File: src/rtl/synload_pkg.sv
package synload_pkg;
  localparam int DW   = 32;            // payload width
  localparam int BW   = 8;             // host write width
  localparam int CW   = $clog2(DW);    // slot counter width
  localparam int SW   = 3;             // latch select width
  localparam int NLE  = 3;             // number of latch lines
  localparam int AW   = 3;             // write address width
  localparam int NBY  = DW / BW;       // payload bytes

  localparam logic [AW-1:0] A_SEL   = 3'd4;
  localparam logic [AW-1:0] A_ORD   = 3'd5;
  localparam logic [AW-1:0] A_POL   = 3'd6;
  localparam logic [AW-1:0] A_START = 3'd7;

  typedef struct packed {
    logic [DW-1:0] data;
    logic [SW-1:0] sel;
    logic [CW-1:0] low;
    logic          msb;
    logic [CW-1:0] high;
    logic          pol;
    logic [CW-1:0] nclk;
  } cfg_t;
endpackage

File: src/rtl/syn_regs.sv
module syn_regs
  import synload_pkg::*;
(
  input  logic          clk,
  input  logic          rst_n,
  input  logic          wr_en,
  input  logic [AW-1:0] wr_addr,
  input  logic [BW-1:0] wr_data,
  input  logic          busy,
  output cfg_t          cfg,
  output logic          start
);
  cfg_t cfg_q, cfg_d;
  logic acc;

  assign acc   = wr_en && !busy;
  assign start = acc && (wr_addr == A_START);

  always_comb begin
    cfg_d = cfg_q;
    if (acc) begin
      if (!wr_addr[AW-1]) begin
        cfg_d.data[wr_addr[1:0]*BW +: BW] = wr_data;
      end else begin
        case (wr_addr)
          A_SEL: begin
            cfg_d.sel = wr_data[BW-1 -: SW];
            cfg_d.low = wr_data[CW-1:0];
          end
          A_ORD: begin
            cfg_d.msb  = wr_data[CW];
            cfg_d.high = wr_data[CW-1:0];
          end
          A_POL: begin
            cfg_d.pol  = wr_data[CW];
            cfg_d.nclk = wr_data[CW-1:0];
          end
          default: ;
        endcase
      end
    end
  end

  always_ff @(posedge clk or negedge rst_n) begin
    if (!rst_n) cfg_q <= '0;
    else        cfg_q <= cfg_d;
  end

  assign cfg = cfg_q;


  cfg_frozen_chk: assert property (@(posedge clk) disable iff (!rst_n)
    busy |=> $stable(cfg_q));
endmodule

File: src/rtl/syn_seq.sv
module syn_seq
  import synload_pkg::*;
(
  input  logic          clk,
  input  logic          rst_n,
  input  logic          start,
  input  logic          tick,
  input  logic [CW-1:0] last,
  output logic          busy,
  output logic [CW-1:0] cnt,
  output logic          phase
);
  logic          busy_q, busy_d, phase_q, phase_d;
  logic [CW-1:0] cnt_q, cnt_d;

  always_comb begin
    busy_d  = busy_q;
    cnt_d   = cnt_q;
    phase_d = phase_q;
    if (!busy_q) begin
      if (start) begin
        busy_d  = 1'b1;
        cnt_d   = '0;
        phase_d = 1'b0;
      end
    end else if (tick) begin
      if (!phase_q) begin
        phase_d = 1'b1;
      end else begin
        phase_d = 1'b0;
        if (cnt_q == last) busy_d = 1'b0;
        else               cnt_d  = cnt_q + 1'b1;
      end
    end
  end

  always_ff @(posedge clk or negedge rst_n) begin
    if (!rst_n) begin
      busy_q  <= 1'b0;
      cnt_q   <= '0;
      phase_q <= 1'b0;
    end else begin
      busy_q  <= busy_d;
      cnt_q   <= cnt_d;
      phase_q <= phase_d;
    end
  end

  assign busy  = busy_q;
  assign cnt   = cnt_q;
  assign phase = phase_q;


  hold_no_tick_chk: assert property (@(posedge clk) disable iff (!rst_n)
    (busy_q && !tick) |=> ($stable(cnt_q) && $stable(phase_q)));

  launch_chk: assert property (@(posedge clk) disable iff (!rst_n)
    $rose(busy_q) |-> ($past(start) && cnt_q == '0 && !phase_q));

  end_chk: assert property (@(posedge clk) disable iff (!rst_n)
    $fell(busy_q) |-> ($past(cnt_q) == $past(last) && $past(tick)));
endmodule

File: src/rtl/syn_out.sv
module syn_out
  import synload_pkg::*;
(
  input  logic          clk,
  input  logic          rst_n,
  input  cfg_t          cfg,
  input  logic          busy,
  input  logic [CW-1:0] cnt,
  input  logic          phase,
  output logic [CW-1:0] last,
  output logic          ser_data,
  output logic          ser_clk,
  output logic [NLE-1:0] latch_en
);
  logic [CW-1:0] neff, nm1, idx;
  logic          in_data, in_win;

  always_comb begin
    neff    = (cfg.nclk == '0) ? CW'(1) : cfg.nclk;
    nm1     = neff - CW'(1);
    last    = (nm1 >= cfg.high) ? nm1 : cfg.high;
    in_data = (cnt < neff);
    idx     = cfg.msb ? (nm1 - cnt) : cnt;
    in_win  = !in_data && (cnt >= cfg.low) && (cnt <= cfg.high);
    ser_data = busy && in_data && cfg.data[idx];
    ser_clk  = cfg.pol ^ (busy && phase && in_data);
  end

  for (genvar g = 0; g < NLE; g++) begin : g_le
    assign latch_en[g] = busy && in_win && (cfg.sel == SW'(g + 1));
  end


  le_onehot_chk: assert property (@(posedge clk) disable iff (!rst_n)
    $onehot0(latch_en));

  le_after_clk_chk: assert property (@(posedge clk) disable iff (!rst_n)
    (|latch_en) |-> (ser_clk == cfg.pol));
endmodule

File: src/rtl/syn_loader.sv
module syn_loader
  import synload_pkg::*;
(
  input  logic           clk,
  input  logic           rst_n,
  input  logic           wr_en,
  input  logic [AW-1:0]  wr_addr,
  input  logic [BW-1:0]  wr_data,
  input  logic           bit_tick,
  output logic           ser_data,
  output logic           ser_clk,
  output logic [NLE-1:0] latch_en,
  output logic           ready
);
  cfg_t          cfg;
  logic          start, busy, phase;
  logic [CW-1:0] cnt, last;

  syn_regs u_regs (
    .clk(clk), .rst_n(rst_n), .wr_en(wr_en), .wr_addr(wr_addr),
    .wr_data(wr_data), .busy(busy), .cfg(cfg), .start(start)
  );

  syn_seq u_seq (
    .clk(clk), .rst_n(rst_n), .start(start), .tick(bit_tick),
    .last(last), .busy(busy), .cnt(cnt), .phase(phase)
  );

  syn_out u_out (
    .clk(clk), .rst_n(rst_n), .cfg(cfg), .busy(busy), .cnt(cnt),
    .phase(phase), .last(last), .ser_data(ser_data), .ser_clk(ser_clk),
    .latch_en(latch_en)
  );

  assign ready = !busy;


  idle_quiet_chk: assert property (@(posedge clk) disable iff (!rst_n)
    ready |-> (latch_en == '0 && !ser_data));

  data_hold_chk: assert property (@(posedge clk) disable iff (!rst_n)
    ($past(busy) && busy && !$past(phase) && phase) |-> $stable(ser_data));
endmodule

File: config.mk
export PLATFORM = sky130hd
export DESIGN_NAME = syn_loader
export DESIGN_NICKNAME = d
export VERILOG_FILES = /design/src/rtl/synload_pkg.sv /design/src/rtl/syn_regs.sv /design/src/rtl/syn_seq.sv /design/src/rtl/syn_out.sv /design/src/rtl/syn_loader.sv
export SDC_FILE = /design/constraint.sdc
export NUM_CORES = 1
export LEC_CHECK = 0
export BUFFER_PORTS_ARGS = -buffer_cell sky130_fd_sc_hd__clkbuf_2
export CAP_MARGIN = 0
export CORE_MARGIN = 2
export CORE_UTILIZATION = 55
export DETAILED_ROUTE_END_ITERATION = 8
export GPL_TIMING_DRIVEN = 0
export PLACE_DENSITY_LB_ADDON = 0.1
export SETUP_SLACK_MARGIN = 0.1
export SLEW_MARGIN = 20
export SYNTH_ARGS = -nofsm -noshare
export SYNTH_HDL_FRONTEND = slang
export SYNTH_SLANG_ARGS = --single-unit
File: constraint.sdc
create_clock -name clk -period 6.5 [get_ports clk]
set_clock_uncertainty 0.2 [all_clocks]
set_input_delay 1.95 -clock clk [delete_from_list [all_inputs] [get_ports clk]]
set_output_delay 1.95 -clock clk [all_outputs]
set_load 0.005 [all_outputs]
==> flow_metrics.env, run 1 <==
export IMPL_status="complete, no violations"
export IMPL_hold_class="flop to flop"
export IMPL_final_common_cell="nand2_1"
export IMPL_cts_path_max_buffers=2
export IMPL_synth_seq_cells=59
export IMPL_critPathMaxStageDelay_ps=520
export IMPL_fillerInstances=567
export IMPL_cts_setup_buffers=0
export IMPL_ios=21
export IMPL_drc=0
export IMPL_max_cap_violations=0
export IMPL_regArea_um2=1480
export IMPL_layout_common_cells="nand2_1, dfrtp_1, o21ai_0, ha_1, inv_1"
export IMPL_min_period_over_period_pct=88.9
export IMPL_layout_nets=457
export IMPL_drt_total_wl_mm=8.73
export IMPL_path_common_cell="mux2i_1"
export IMPL_hold_viol_final=0
export IMPL_rsz0062_at_grt="no"
export IMPL_port_buffers=20
export IMPL_p_switching_uw=818
export IMPL_drtAntennaViolNets=0
export IMPL_p_leak_nw=1.95
export IMPL_switching_share_pct=41.0
export IMPL_synth_cell_type_count=43
export IMPL_die_area_um2=7360
export IMPL_grt_total_usage_pct=26.5
export IMPL_grt_pass1_wl_mm=14.4
export IMPL_final_cell_area_um2=4090
export IMPL_clk_pin_slew_ps=70
export IMPL_finalMaxSlewViolations=0
export IMPL_synth_avg_cell_area_um2=9.71
export IMPL_place_area_um2=3900
export IMPL_utilization_pct=63.7
export IMPL_combPwrFrac_pct=54.5
export IMPL_cp_cell_sequence="or2_4, o21ai_0, inv_1, fa_1, nand2_1, o21ai_1, mux4_1, mux2i_1, mux2i_1, mux2i_1, nor2_1, clkbuf_2"
export IMPL_finalPower_mw=2.00
export IMPL_fin_setup_tns_ps=0
export IMPL_setup_viol=0
export IMPL_synth_top_cell_area_share_pct=40.1
export IMPL_clock_latency_ps=340
export IMPL_diodes=0
export IMPL_ys_warn_count=0
export IMPL_ys_top_cells_by_area="dfrtp_1, ha_1, nand2_1"
export IMPL_first_pass_iters=6
export IMPL_drive_gt1_share_pct=16.3
export IMPL_cp_arrival_ps=3630
export IMPL_viasPerCell=5.83
export IMPL_syn_num_nets=425
export IMPL_ys_seq_area_share_pct=40.1
export IMPL_wl_per_cell_um=17.7
export IMPL_synthCells=379
export IMPL_clock_root_buffer="clkbuf_8"
export IMPL_clkPwrFrac_pct=16.8
export IMPL_slowest_stage="fa_1"
export IMPL_dpl_hpwl_mm=6.18
export IMPL_num_vias=2873
export IMPL_worstPathRequired_ps=4350
export IMPL_worstSetupPathType="flop to output pin"
export IMPL_multi_input_area_um2=2060
export IMPL_path_max_fanout=8
export IMPL_cts_made_buffers=9
export IMPL_p_int_mw=1.18
export IMPL_die_w_um=85.8
export IMPL_grt_max_degree=36
export IMPL_h_tree_depth=3
export IMPL_clock_sinks=59
export IMPL_cts_tree="yes"
export IMPL_worstSetupStartpointType="flop"
export IMPL_cp_end_kind="output pin"
export IMPL_fin_crit_ps=5780
export IMPL_peakVddDrop_mv=0.280
export IMPL_pwr_share_seq_pct=28.8
export IMPL_grt_antenna_before_repair=0
export IMPL_initial_core_util_pct=57.3
export IMPL_holdBufCountCts=0
export IMPL_syn_area_um2=3680
export IMPL_overflow=0
export IMPL_cts_resized=0
export IMPL_max_freq_mhz=173
export IMPL_first_global_vias=2827
export IMPL_area_growth_pct=11.2
export IMPL_std_cell_rows=29
export IMPL_worst_slew_pin_slew_ps=971
export IMPL_finalWeightedCongestion=0.861
export IMPL_yosysTopAreaCell="dfrtp_1"
export IMPL_fp_dieH_um=85.8
export IMPL_power_density_nw_per_um2=487
export IMPL_first_iter_violations=119
export IMPL_maxSlewHeadroom_pct=35.1
export IMPL_core_area_um2=6420
power groups by stage:
stage	clock network (mW)	logic, mW	registers [mW]
detailed placement	0	1.08	0.579
global placement	0	1.05	0.574
CTS	0.344	1.09	0.572
global route	0.355	1.22	0.591
finish	0.335	1.09	0.574
floorplan	0	0.868	0.546
area by class of cell:
class	instances	area share, %
clock buffer	11	3.45
buffer	9	1.22
timing repair buffer	21	3.00
clock inverter	5	1.28
tap	77	2.35
multi-input combinational	286	50.3
sequential	59	36.1
inverter	25	2.29
stage by stage:
| stage | std cells | worst slack [ps] | hold WS [ps] |
|---|---|---|---|
| 2_1_floorplan | 379 | 1720 | 242 |
| 3_3_place_gp | 476 | 956 | 258 |
| 3_5_place_dp | 477 | 1070 | 266 |
| 4_1_cts | 493 | 683 | 281 |
| 5_1_grt | 493 | 467 | 300 |
| 6_report | 493 | 719 | 277 |
state kept, by name, summed over array words and instances, names as in the netlist:
register and cells:
u_regs.cfg 52, u_seq.cnt 5, u_seq.phase 1, u_seq.busy 1
critical path, delay by kind of cell, from the launching register on:
family	cells	cell delay (ps)
adders and majority gates	1	520
AOI/OAI and AO/OA	2	870
buffers and inverters	2	250
muxes	4	830
and+or+nand+nor	3	400
DFF	1	410
final timing paths:
check / slack [ps] / start / cells after the start / end
min in group asynchronous: 1340 / rst_n / 1 / u_regs.cfg[45]$_DFFE_PN0P_
worst max register to register: 2840 / u_regs.cfg[1]$_DFFE_PN0P_ / 12 / u_seq.cnt[3]$_DFFE_PN0P_
worst min-delay path: 280 / u_regs.cfg[49]$_DFFE_PN0P_ / 2 / u_regs.cfg[49]$_DFFE_PN0P_
max in group asynchronous: 4240 / rst_n / 2 / u_regs.cfg[30]$_DFFE_PN0P_
worst min register to register: 280 / u_regs.cfg[49]$_DFFE_PN0P_ / 2 / u_regs.cfg[49]$_DFFE_PN0P_
worst max-delay path: 720 / u_regs.cfg[1]$_DFFE_PN0P_ / 12 / ser_data
routing by layer:
| layer | track usage, % | share of wire, % |
|---|---|---|
| met1 | 38.6 | 49 |
| met2 | 39.9 | 46 |
| met3 | 4.04 | 3.3 |
| met4 | 10.7 | 2.1 |
| met5 | 0 | 0 |
cell usage after synthesis:
cell,number
nor3b_1,4
nand4_1,5
o211ai_1,2
a32oi_1,1
o311ai_1,1
or3_1,1
buf_6,2
nor3_1,4
xnor2_1,7
a41o_1,2
a31oi_4,1
or4_1,1
a2bb2oi_1,1
nand2b_1,3
mux4_1,3
o21ai_0,42
ha_1,30
clkbuf_1,6
mux2i_1,14
nor4_1,1
o22a_1,1
nor2_1,8
fa_1,1
or2_4,1
nand2_1,89
and2_1,2
and3_1,2
mux4_2,5
nor2b_1,3
o21ai_1,1
xor2_1,2
and3b_1,1
inv_1,25
buf_2,1
a21oi_1,10
mux2_2,21
o21a_1,2
o31a_1,1
a21o_1,6
mux2i_2,1
a31oi_1,2
dfrtp_1,59
nand3_1,4
cells by family (layout without fill, tap and decap cells):
group / Yosys count / count (layout) / share of synthesized area, %
simple gates: 129 / 129 / 15.4
compound gates: 73 / 73 / 11.9
flops: 59 / 59 / 40.1
mux: 44 / 44 / 15.8
buf+inv: 34 / 71 / 3.91
fa+ha+maj: 31 / 31 / 10.7
xor+xnor: 9 / 9 / 2.14
Note: power is estimated with default switching activity, not from simulation.
==> run 2, diff against run 1 <==
CAP_MARGIN = 20   (was 0)
CORE_UTILIZATION = 61   (was 55)
clock period = 5.6 ns   (was 6.5 ns; I/O delays follow)
==> run 2 against run 1 <==
Effect of this change: flip-flop and latch count is the same; final cell count is 0.41% lower; first-iteration DRC count increased by 96%; setup slack got worse by 340 ps; critical path depth fell by 1; die area shrank 9.4%; wire length down 3.1%; sequential share of layout area hardly changed; hold slack improved by 2.5 ps; global-route usage grew 2.0 points; combinational power up 18%; total power increased by 16%; critical endpoint unchanged; largest power group unchanged; highest routed layer unchanged.
==> flow_metrics.env, run 2 (same netlist as run 1, synthesis figures left out) <==
export IMPL_hold_start="u_regs.cfg[32]$_DFFE_PN0P_"
export IMPL_peakVddDrop_mv=0.352
export IMPL_clock_sinks=59
export IMPL_die_area_um2=6670
export IMPL_viasPerCell=5.84
export IMPL_hold_viol_final=0
export IMPL_drt_total_wl_mm=8.46
export IMPL_finalWeightedCongestion=0.884
export IMPL_globalRoute_busiestLayer="met2"
export IMPL_worstPathRequired_ps=3720
export IMPL_critPathMaxStageDelay_ps=630
export IMPL_layout_common_cells="nand2_1, dfrtp_1, o21ai_0, ha_1, inv_1"
export IMPL_cts_setup_buffers=0
export IMPL_fin_setup_tns_ps=0
export IMPL_holdWs_ps=279
export IMPL_grtUsageMet2_pct=43.3
export IMPL_finalMaxSlewViolations=0
export IMPL_drive_gt1_share_pct=17.1
export IMPL_fin_crit_ps=5220
export IMPL_path_buf_inv=2
export IMPL_largest_reg_flops=52
export IMPL_overflow=0
export IMPL_port_buffers=20
export IMPL_cp_cell_sequence="nor3_1, a21oi_1, inv_1, ha_1, mux2i_4, mux4_1, mux2i_1, mux2i_1, mux2i_1, nor2_1, clkbuf_2"
export IMPL_first_iter_violations=233
export IMPL_path_max_fanout=8
export IMPL_met3_usage_pct=4.84
export IMPL_worstSetupStartpointType="flop"
export IMPL_max_cap_violations=0
export IMPL_die_w_um=81.7
export IMPL_dpl_hpwl_mm=6.16
export IMPL_layout_nets=457
export IMPL_utilization_pct=69.5
export IMPL_max_freq_mhz=192
export IMPL_fp_dieH_um=81.7
export IMPL_clk_pin_slew_ps=70
export IMPL_maxSlewHeadroom_pct=29.6
export IMPL_area_growth_pct=11.1
export IMPL_cp_startpoint="u_regs.cfg[3]$_DFFE_PN0P_"
export IMPL_drc=0
export IMPL_r2r_start="u_regs.cfg[1]$_DFFE_PN0P_"
export IMPL_cts_made_buffers=9
export IMPL_num_vias=2866
export IMPL_clock_root_buffer="clkbuf_8"
export IMPL_grt_pass1_wl_mm=13.8
export IMPL_status="complete, no violations"
export IMPL_rsz0062_at_grt="no"
export IMPL_path_common_cell="mux2i_1"
export IMPL_std_cell_rows=28
export IMPL_cp_end_kind="output pin"
export IMPL_min_period_over_period_pct=93.2
export IMPL_cp_arrival_ps=3340
export IMPL_grt_total_usage_pct=28.5
export IMPL_p_leak_nw=1.93
export IMPL_first_global_vias=2675
export IMPL_diodes=0
export IMPL_hold_class="flop to flop"
export IMPL_slowest_stage="mux4_1"
export IMPL_clock_latency_ps=350
export IMPL_first_pass_iters=4
export IMPL_h_tree_depth=3
export IMPL_wl_per_cell_um=17.2
export IMPL_final_common_cell="nand2_1"
export IMPL_worstSetupPathType="flop to output pin"
export IMPL_drtAntennaViolNets=0
export IMPL_cts_tree="yes"
export IMPL_fillerInstances=462
export IMPL_power_density_nw_per_um2=564
export IMPL_grt_max_degree=40
export IMPL_ios=21
export IMPL_cpLargestDelayFamily="multiplexers"
export IMPL_core_area_um2=5890
export IMPL_grt_antenna_before_repair=0
export IMPL_cts_path_max_buffers=2
export IMPL_setup_viol=0
export IMPL_gr_usage_met1_pct=41.3
export IMPL_initial_core_util_pct=62.5
export IMPL_worst_slew_pin_slew_ps=1050
run 2: layer usage:
layer  wire length (um)  vias up
li1                   -     1393
met3                220       12
met1               4210     1416
met5                  0        -
met4                114        0
met2               3910       45
run 2: area by class of cell:
| class | instances | area, um2 | area share, % |
|---|---|---|---|
| well taps | 75 | 93.8 | 2.29 |
| clock inverters | 7 | 52.6 | 1.29 |
| multi-input cells | 286 | 2080 | 50.8 |
| clock buffers | 9 | 124 | 3.03 |
| repair buffers | 21 | 123 | 3.00 |
| plain buffers | 9 | 50.0 | 1.22 |
| flip-flops and latches | 59 | 1480 | 36.1 |
| inverters | 25 | 93.8 | 2.29 |
run 2: final timing paths:
check,cells after the start,to,slack (ps)
setup / recovery,11,ser_data,380
hold / removal,2,u_regs.cfg[32]$_DFFE_PN0P_,280
setup reg to reg,12,u_seq.cnt[3]$_DFFE_PN0P_,2080
hold reg to reg,2,u_regs.cfg[32]$_DFFE_PN0P_,280
max in group asynchronous,2,u_regs.cfg[32]$_DFFE_PN0P_,3650
min in group asynchronous,1,u_regs.cfg[26]$_DFFE_PN0P_,1050
run 2: per-stage QoR:
step	power, mW	instances	setup WS (ps)	cell area, um2
final	2.31	491	381	4090
after global placement	1.88	474	322	3870
after global routing	2.49	491	192	4090
after detailed placement	1.94	475	324	3900
after floorplan	1.64	379	1090	3680
after CTS	2.29	491	122	4080
run 2: worst min-delay path, stage by stage, from the launching register on:
cell,delay (ps)
dfrtp_1,340
nand2_1,40
o21ai_0,60
run 2: report_power, final:
part	internal (mW)	total, mW	leakage, nW	switching (mW)
Clock	0.161	0.346	0.0779	0.185
Combinational	0.617	1.29	1.08	0.677
Sequential	0.549	0.667	0.773	0.118
run 2: timing repair:
item                                    CTS  global route
hold buffers                              0             0
gates cloned                              0             0
endpoints found under the hold margin     0             0
resized for setup                         1             3
endpoints found under the setup margin    1             1
==> run 3, diff against run 2 <==
==> constraint.sdc (replaced) <==
create_clock -name clk -period 5.6 [get_ports clk]
set_clock_uncertainty 0.2 [all_clocks]
set_input_delay 1.12 -clock clk [delete_from_list [all_inputs] [get_ports clk]]
set_output_delay 1.12 -clock clk [all_outputs]
set_load 0.005 [all_outputs]
==> run 3 against run 2 <==
Effect of this change: non-clock buffer count unchanged; total power decreased by 1.2%; fmax increased by 3.4%; die area unchanged; cell area decreased by 0.40%; critical path type unchanged; critical endpoint unchanged; highest routed layer unchanged.
==> flow_metrics.env, run 3 (same netlist as run 1, synthesis figures left out) <==
export IMPL_first_global_vias=2675
export IMPL_fp_dieH_um=81.7
export IMPL_reg2regPathDepth=12
export IMPL_clock_root_buffer="clkbuf_8"
export IMPL_slowest_stage="fa_1"
export IMPL_cp_cell_sequence="or2_4, o21ai_0, inv_1, fa_1, nand2_1, o21ai_1, mux4_2, mux2i_1, mux2i_1, mux2i_1, nor2_1, clkbuf_2"
export IMPL_grt_total_usage_pct=28.5
export IMPL_finalPower_mw=2.28
export IMPL_peakVddDrop_mv=0.351
export IMPL_r2r_slack_ps=2090
export IMPL_path_depth=12
export IMPL_ios=21
export IMPL_drtAntennaViolNets=0
export IMPL_setup_viol=0
export IMPL_drive_gt1_share_pct=16.6
export IMPL_dpl_hpwl_mm=6.16
export IMPL_path_max_fanout=8
export IMPL_grt_antenna_before_repair=0
export IMPL_drc=0
export IMPL_min_period_over_period_pct=90.1
export IMPL_hold_viol_final=0
export IMPL_max_freq_mhz=198
export IMPL_first_iter_violations=187
export IMPL_endpoint="ser_data"
export IMPL_p_leak_nw=1.93
export IMPL_std_cell_rows=28
export IMPL_cp_arrival_ps=3730
export IMPL_max_cap_violations=0
export IMPL_power_density_nw_per_um2=560
export IMPL_hold_class="flop to flop"
export IMPL_r2r_start="u_regs.cfg[1]$_DFFE_PN0P_"
export IMPL_clock_latency_ps=350
export IMPL_core_area_um2=5890
export IMPL_cts_path_max_buffers=2
export IMPL_reg2reg_to="u_seq.cnt[3]$_DFFE_PN0P_"
export IMPL_die_w_um=81.7
export IMPL_first_pass_iters=4
export IMPL_fin_setup_tns_ps=0
export IMPL_final_common_cell="nand2_1"
export IMPL_largest_reg_flops=52
export IMPL_cts_resized=0
export IMPL_overflow=0
export IMPL_worst_slew_pin_slew_ps=986
export IMPL_status="complete, no violations"
export IMPL_cp_end_kind="output pin"
export IMPL_path_buf_inv=2
export IMPL_stdcell_count=491
export IMPL_area_growth_pct=10.7
export IMPL_diodes=0
export IMPL_maxSlewHeadroom_pct=33.8
export IMPL_cts_tree="yes"
export IMPL_die_area_um2=6670
export IMPL_path_common_cell="mux2i_1"
export IMPL_finalMaxSlewViolations=0
export IMPL_cp_startpoint="u_regs.cfg[1]$_DFFE_PN0P_"
export IMPL_clk_pin_slew_ps=70
export IMPL_worstPathRequired_ps=4280
export IMPL_cts_made_buffers=9
export IMPL_port_buffers=20
export IMPL_layout_nets=457
export IMPL_finalWeightedCongestion=0.884
export IMPL_initial_core_util_pct=62.5
export IMPL_wl_per_cell_um=17.1
export IMPL_clock_sinks=59
export IMPL_worstSetupPathType="flop to output pin"
export IMPL_critPathMaxStageDelay_ps=530
export IMPL_rsz0062_at_grt="no"
export IMPL_layout_common_cells="nand2_1, dfrtp_1, o21ai_0, ha_1, inv_1"
export IMPL_placed_cells=475
export IMPL_holdBufCountCts=0
export IMPL_h_tree_depth=3
export IMPL_viasPerCell=5.82
export IMPL_cts_setup_buffers=0
export IMPL_fin_crit_ps=5050
export IMPL_grt_pass1_wl_mm=13.8
export IMPL_drt_total_wl_mm=8.38
export IMPL_worstSetupStartpointType="flop"
export IMPL_num_vias=2860
export IMPL_cpLargestDelayFamily="compound AO/OA/AOI/OAI gates"
export IMPL_grt_max_degree=40
[run 3: worst min path at each step]
stage / slack, ps / endpoint / cells past startpoint / startpoint
global placement: 250 / u_regs.cfg[25]$_DFFE_PN0P_ / 2 / u_regs.cfg[25]$_DFFE_PN0P_
CTS: 280 / u_regs.cfg[29]$_DFFE_PN0P_ / 2 / u_regs.cfg[29]$_DFFE_PN0P_
finish: 280 / u_regs.cfg[32]$_DFFE_PN0P_ / 2 / u_regs.cfg[32]$_DFFE_PN0P_
global route: 300 / u_regs.cfg[42]$_DFFE_PN0P_ / 2 / u_regs.cfg[42]$_DFFE_PN0P_
detailed placement: 260 / u_regs.cfg[26]$_DFFE_PN0P_ / 2 / u_regs.cfg[26]$_DFFE_PN0P_
floorplan: 240 / u_regs.cfg[22]$_DFFE_PN0P_ / 2 / u_regs.cfg[22]$_DFFE_PN0P_
[run 3: layout make-up]
class | instances | area (um2)
inverter | 25 | 93.8
fill | 466 | 1810
timing repair buffer | 21 | 123
clock buffer | 9 | 124
multi-input combinational | 286 | 2060
clock inverter | 7 | 52.6
tap | 75 | 93.8
buffer | 9 | 50.0
sequential | 59 | 1480
[run 3: through the flow]
step                setup WS [ps]  util (%)  area [um2]  hold slack (ps)
finish                        553      69.2        4070              278
global route                  311      69.2        4070              301
CTS                           503      69.2        4070              282
detailed placement            884      66.2        3900              265
global placement              882      65.8        3870              253
floorplan                    1650         -        3680              242
[run 3: worst reg2reg max path: stages, from the launching register on]
cell and delay, ps:
dfrtp_1 400, or2_4 280, o21ai_0 410, ha_1 340, a21oi_1 140, o21ai_1 110, a31oi_4 360, mux2_2 380
a32oi_1 160, nand4_1 170, buf_6 180, a41o_1 200, a21oi_1 120
[run 3: report_power, final]
group	switching [mW]	internal, mW
combinational	0.663	0.604
clock	0.186	0.161
sequential	0.116	0.549
[run 3: per-layer routing]
metal	vias up	global-route usage (%)	share of wire (%)
met5	-	0	0
li1	1389	-	-
met3	10	4.84	3.6
met4	0	10.3	1.5
met1	1409	41.3	49
met2	52	43.3	46
